[config.mk]
export PLATFORM = sky130hd
export DESIGN_NAME = branch_predictor
export DESIGN_NICKNAME = d
export VERILOG_FILES = /design/src/rtl/bp_pkg.sv /design/src/rtl/bp_target_table.sv /design/src/rtl/bp_history_table.sv /design/src/rtl/branch_predictor.sv
export SDC_FILE = /design/constraint.sdc
export NUM_CORES = 2
export LEC_CHECK = 0
export BUFFER_PORTS_ARGS = -buffer_cell sky130_fd_sc_hd__buf_2
export CORE_MARGIN = 10
export CORE_UTILIZATION = 57
export CTS_CLUSTER_DIAMETER = 50
export DETAILED_ROUTE_END_ITERATION = 10
export PLACE_DENSITY = 0.85
export SKIP_CTS_REPAIR_TIMING = 1
export SLEW_MARGIN = 20
export SYNTH_ARGS = -nofsm -noshare
export SYNTH_HDL_FRONTEND = slang
export SYNTH_SLANG_ARGS = --single-unit
[constraint.sdc]
create_clock -name clk_i -period 4.88 [get_ports clk_i]
set_input_delay 0.976 -clock clk_i [delete_from_list [all_inputs] [get_ports clk_i]]
set_output_delay 0.976 -clock clk_i [all_outputs]
set_load 0.03 [all_outputs]
[src/rtl/bp_pkg.sv]
package bp_pkg;
  typedef logic [1:0] cnt_t;
  localparam cnt_t CNT_MAX = 2'b11;
  localparam cnt_t CNT_MIN = 2'b00;

  function automatic cnt_t cnt_step(cnt_t c, logic up);
    if (up) return (c == CNT_MAX) ? c : c + 2'd1;
    else    return (c == CNT_MIN) ? c : c - 2'd1;
  endfunction
endpackage

[src/rtl/bp_target_table.sv]
module bp_target_table #(
  parameter int PC_W  = 32,
  parameter int IDX_W = 4,
  parameter int ALIGN = 2
) (
  input  logic            clk_i,
  input  logic            rst_ni,
  input  logic [PC_W-1:0] lk_pc_i,
  output logic            hit_o,
  output logic [PC_W-1:0] tgt_o,
  input  logic            wr_i,
  input  logic [PC_W-1:0] wr_pc_i,
  input  logic [PC_W-1:0] wr_tgt_i
);
  localparam int N = 1 << IDX_W;

  logic [N-1:0]           valid_q;
  logic [N-1:0][PC_W-1:0] tag_q;
  logic [N-1:0][PC_W-1:0] tgt_q;
  logic [IDX_W-1:0]       lk_idx, wr_idx;

  assign lk_idx = lk_pc_i[ALIGN +: IDX_W];
  assign wr_idx = wr_pc_i[ALIGN +: IDX_W];

  // full-PC compare: a wrong target must never be used
  assign hit_o = valid_q[lk_idx] && (tag_q[lk_idx] == lk_pc_i);
  assign tgt_o = tgt_q[lk_idx];

  always_ff @(posedge clk_i or negedge rst_ni) begin
    if (!rst_ni) begin
      valid_q <= '0;
      tag_q   <= '0;
      tgt_q   <= '0;
    end else if (wr_i) begin
      valid_q[wr_idx] <= 1'b1;
      tag_q[wr_idx]   <= wr_pc_i;
      tgt_q[wr_idx]   <= wr_tgt_i;
    end
  end


  wr_sets_valid_chk: assert property (@(posedge clk_i) disable iff (!rst_ni)
    wr_i |=> valid_q[$past(wr_idx)]);

  no_wr_stable_chk: assert property (@(posedge clk_i) disable iff (!rst_ni)
    !wr_i |=> ($stable(valid_q) && $stable(tag_q) && $stable(tgt_q)));
endmodule

[src/rtl/bp_history_table.sv]
module bp_history_table
  import bp_pkg::*;
#(
  parameter int   PC_W     = 32,
  parameter int   IDX_W    = 3,
  parameter int   ALIGN    = 2,
  parameter cnt_t CNT_INIT = 2'b00
) (
  input  logic            clk_i,
  input  logic            rst_ni,
  input  logic [PC_W-1:0] lk_pc_i,
  output logic            taken_o,
  input  logic            upd_i,
  input  logic [PC_W-1:0] upd_pc_i,
  input  logic            upd_taken_i
);
  localparam int N = 1 << IDX_W;

  logic [N-1:0][1:0] cnt_q;
  logic [IDX_W-1:0]  lk_idx, upd_idx;

  assign lk_idx  = lk_pc_i[ALIGN +: IDX_W];
  assign upd_idx = upd_pc_i[ALIGN +: IDX_W];
  assign taken_o = cnt_q[lk_idx][1];

  always_ff @(posedge clk_i or negedge rst_ni) begin
    if (!rst_ni) begin
      for (int i = 0; i < N; i++) cnt_q[i] <= CNT_INIT;
    end else if (upd_i) begin
      cnt_q[upd_idx] <= cnt_step(cnt_q[upd_idx], upd_taken_i);
    end
  end


  sat_high_chk: assert property (@(posedge clk_i) disable iff (!rst_ni)
    (upd_i && upd_taken_i && cnt_q[upd_idx] == 2'b11) |=> cnt_q[$past(upd_idx)] == 2'b11);

  sat_low_chk: assert property (@(posedge clk_i) disable iff (!rst_ni)
    (upd_i && !upd_taken_i && cnt_q[upd_idx] == 2'b00) |=> cnt_q[$past(upd_idx)] == 2'b00);

  lookup_no_train_chk: assert property (@(posedge clk_i) disable iff (!rst_ni)
    !upd_i |=> $stable(cnt_q));
endmodule

[src/rtl/branch_predictor.sv]
module branch_predictor #(
  parameter int         PC_W     = 32,
  parameter int         BTB_IDX  = 4,
  parameter int         BHT_IDX  = 3,
  parameter int         ALIGN    = 2,
  parameter logic [1:0] CNT_INIT = 2'b00
) (
  input  logic            clk_i,
  input  logic            rst_ni,
  input  logic [PC_W-1:0] fetch_pc_i,
  output logic            hit_o,
  output logic            taken_o,
  output logic [PC_W-1:0] next_pc_o,
  input  logic            upd_valid_i,
  input  logic [PC_W-1:0] upd_pc_i,
  input  logic            upd_taken_i,
  input  logic [PC_W-1:0] upd_target_i
);
  localparam logic [PC_W-1:0] STEP = PC_W'(1 << ALIGN);

  logic [PC_W-1:0] tgt;
  logic [PC_W-1:0] seq_pc;

  bp_target_table #(.PC_W(PC_W), .IDX_W(BTB_IDX), .ALIGN(ALIGN)) u_btb (
    .clk_i    (clk_i),
    .rst_ni   (rst_ni),
    .lk_pc_i  (fetch_pc_i),
    .hit_o    (hit_o),
    .tgt_o    (tgt),
    .wr_i     (upd_valid_i && upd_taken_i),
    .wr_pc_i  (upd_pc_i),
    .wr_tgt_i (upd_target_i)
  );

  bp_history_table #(.PC_W(PC_W), .IDX_W(BHT_IDX), .ALIGN(ALIGN), .CNT_INIT(CNT_INIT)) u_bht (
    .clk_i       (clk_i),
    .rst_ni      (rst_ni),
    .lk_pc_i     (fetch_pc_i),
    .taken_o     (taken_o),
    .upd_i       (upd_valid_i),
    .upd_pc_i    (upd_pc_i),
    .upd_taken_i (upd_taken_i)
  );

  assign seq_pc    = fetch_pc_i + STEP;
  assign next_pc_o = (hit_o && taken_o) ? tgt : seq_pc;


  redirect_only_on_hit_chk: assert property (@(posedge clk_i) disable iff (!rst_ni)
    (next_pc_o != fetch_pc_i + STEP) |-> (hit_o && taken_o));
endmodule

==> results.py <==
metrics = {
    "outcome": {
        "outcome": "complete, but fails checks",
        "violations": "negative setup slack",
    },
    "logic_synthesis": {
        "synth_top_cell_by_area": "dfrtp_1",
        "synth_edf_count": 0,
        "syn_nets": 3240,
        "synth_seq_cells": 1056,
        "yosysWarnings": 0,
        "syn_avg_cell_area_um2": 15.5,
        "async_reset_ff_share_pct": 100,
        "ys.flop_type": "dfrtp_1",
        "synth-seq-area-share_pct": 54.2,
        "synth_most_common_cell": "dfrtp_1",
        "yosys-top-cells-count": "dfrtp_1 (1056), mux2_2 (987), mux4_2 (268)",
        "yosys-top-cells-area": "dfrtp_1 (54%), mux2_2 (23%), mux4_2 (12%), mux2i_1 (1.7%), clkbuf_1 (1.6%)",
        "yosysUniqueCellTypes": 61,
        "synth_top_area_share_pct": 54.2,
        "syn_inst": 3139,
        "syn_area_mm2": 0.0488,
    },
    "layout": {
        "areaGrowthSynthToFinish_pct": 14.5,
        "postLayoutCoreUtil_pct": 65.7,
        "nFillCells": 5598,
        "nets": 3376,
        "drive_above_1_share_pct": 54.9,
        "finalNonFillerCells": 4522,
    },
    "critical_path": {
        "cp.required_ns": 3.90,
        "rr_worst_depth": 4,
        "crit_type": "in2out",
        "cp_max_fo": 12,
        "cp-start-kind": "primary input",
        "endpoint_kind": "output pin",
        "arrival_ns": 4.22,
    },
    "global_route": {
        "grt_antenna_before_repair": 23,
        "grt_usage_pct": 26.2,
        "overflow": 0,
        "grt_max_degree": 118,
        "grt_pass1_vias": 31155,
        "grt_pass1_wl_um": 196000,
    },
    "min_path": {
        "hold_class": "in2async",
    },
    "placement": {
        "dp_slack_ns": -0.506,
        "dp_hpwl_um": 77500,
        "gp_congestion": 0.886,
        "numPlacedInstances": 4301,
        "io_buffers": 133,
    },
    "detailed_routing": {
        "remaining_drc_errors": 0,
        "vias": 29195,
        "avgViaCountPerCell": 6.46,
        "ant_nets": 0,
        "routed_wl_um": 130000,
        "dr.pass1.iters": 5,
        "route.detailed.wl_per_inst_um": 28.7,
        "drt_iter0_markers": 2854,
    },
    "sta": {
        "clock_skew_ns": 0.00909,
        "drv_slew": 0,
        "max_clock_freq_mhz": 192,
        "timing.hold.ws_ns": 0.350,
        "relSlewSlack_pct": 30.6,
        "grt_setup_unrepaired": "yes",
        "layout_worst_path_cycle_share_pct": 107,
        "worst_slew_pin_slew_ns": 1.04,
        "fin_ws_ns": -0.319,
        "post-route-min-period_ns": 5.20,
        "final_hold_viol_count": 0,
        "finalSetupViolCount": 32,
    },
    "job": {
        "cap_violations": 0,
    },
    "floorplan": {
        "coreArea_mm2": 0.0850,
        "start_util_pct": 57.4,
        "die_w_um": 313,
        "dieArea_mm2": 0.0977,
        "die_h_um": 313,
        "rows": 107,
        "io_pins": 134,
    },
    "clocking": {
        "clock_latency_ns": 0.68,
        "htreeDepth": 3,
        "cts_root_buf": "clkbuf_16",
        "cts_tree": "yes",
        "cts.sinks": 1056,
        "numCtsBuffers": 109,
        "cts.clk_slew.worst_paths_ns": 0.06,
        "cts.path.max_buffers": 3,
    },
    "power": {
        "p_per_area_mw_per_mm2": 433,
        "leakagePower_nw": 25.1,
        "vdd.ir_drop.worst_v": 0.000348,
    },
}
==> worst paths after layout <==
check | start | endpoint | slack (ns)
setup / recovery | fetch_pc_i[2] | next_pc_o[19] | -0.32
hold / removal | rst_ni | u_btb.tgt_q[36] | 0.35
setup reg to reg | u_bht.cnt_q[7] | u_bht.cnt_q[2] | 2.82
hold reg to reg | u_btb.tag_q[261] | u_btb.tag_q[261] | 0.44
max in group asynchronous | rst_ni | u_btb.tgt_q[177] | 3.32
min in group clk_i | u_btb.tag_q[261] | u_btb.tag_q[261] | 0.44
==> placed cells by master, fill, tap and decap left out, types with 27 or more instances in the layout <==
| cell | synthesis | final |
|---|---|---|
| dfrtp_1 | 1056 | 1056 |
| mux2_2 | 987 | 987 |
| mux4_2 | 268 | 268 |
| buf_4 | 9 | 123 |
| clkbuf_16 | 0 | 115 |
| buf_2 | 42 | 103 |
| mux2i_1 | 85 | 81 |
| nand2_1 | 51 | 50 |
| buf_12 | 0 | 41 |
| or2_2 | 38 | 38 |
| xnor2_1 | 32 | 29 |
| mux2_4 | 29 | 29 |
| buf_6 | 6 | 29 |
| nor2b_1 | 27 | 27 |
==> per-layer routing <==
layer  GRT usage [%]  vias to the layer above  routed length (µm)
met3            9.41                      278               13600
met5               0                        -                  88
met2            39.6                     1241               59500
li1                -                    11928                   -
met1            35.0                    15734               52800
met4            9.12                       14                3600
==> state kept, by name, indices dropped and copies added, names as in the netlist <==
name	cells
u_btb.tag_q	512
u_btb.valid_q	16
u_bht.cnt_q	16
u_btb.tgt_q	512
==> layout make-up <==
| class | count | area (µm²) | share of cell area (%) |
|---|---|---|---|
| Clock buffer | 145 | 3070 | 5.50 |
| Tap cell | 1144 | 1430 | 2.56 |
| Antenna cell | 12 | 30.0 | 0.0538 |
| Multi-Input combinational cell | 1789 | 21400 | 38.3 |
| Timing Repair Buffer | 306 | 2820 | 5.06 |
| Sequential cell | 1056 | 26400 | 47.3 |
| Clock inverter | 57 | 647 | 1.16 |
| Inverter | 13 | 51.3 | 0.0919 |
==> where the power goes <==
group	leakage, nW	switching (mW)	internal, mW
logic	9.81	1.72	2.48
clock network	1.83	3.57	5.03
registers	13.5	0.917	10.5
==> worst max-delay path, stage by stage <==
cell and delay, ns:
clkbuf_16 0.19, clkbuf_16 0.21, mux4_2 0.50, mux4_2 0.54, xor2_1 0.16, nor4_1 0.27
buf_4 0.18, nand2_1 0.09, nand4bb_4 0.23, buf_12 0.17, clkbuf_16 0.20, mux2_4 0.32
buf_6 0.14
==> per-stage QoR <==
stage	power [mW]	cell area, µm²	TNS, ns
global placement	15.3	51600	-14.48
finish	24.2	55800	-9.35
detailed placement	15.5	51600	-15.96
CTS	24.1	55300	-16.26
floorplan	14.1	48800	0
global route	25.1	55800	-10.81
==> kinds of logic after synthesis <==
kind of cell / after synthesis / synth area share [%]
flip-flops: 1056 / 54.2
buffers and inverters: 294 / 2.53
XOR/XNOR: 52 / 0.934
adder cells (fa/ha/maj): 3 / 0.0667
AND/OR/NAND/NOR: 268 / 2.98
AO/OA/AOI/OAI: 97 / 1.49
multiplexers: 1369 / 37.8
Note: power is estimated with default switching activity, not from simulation.
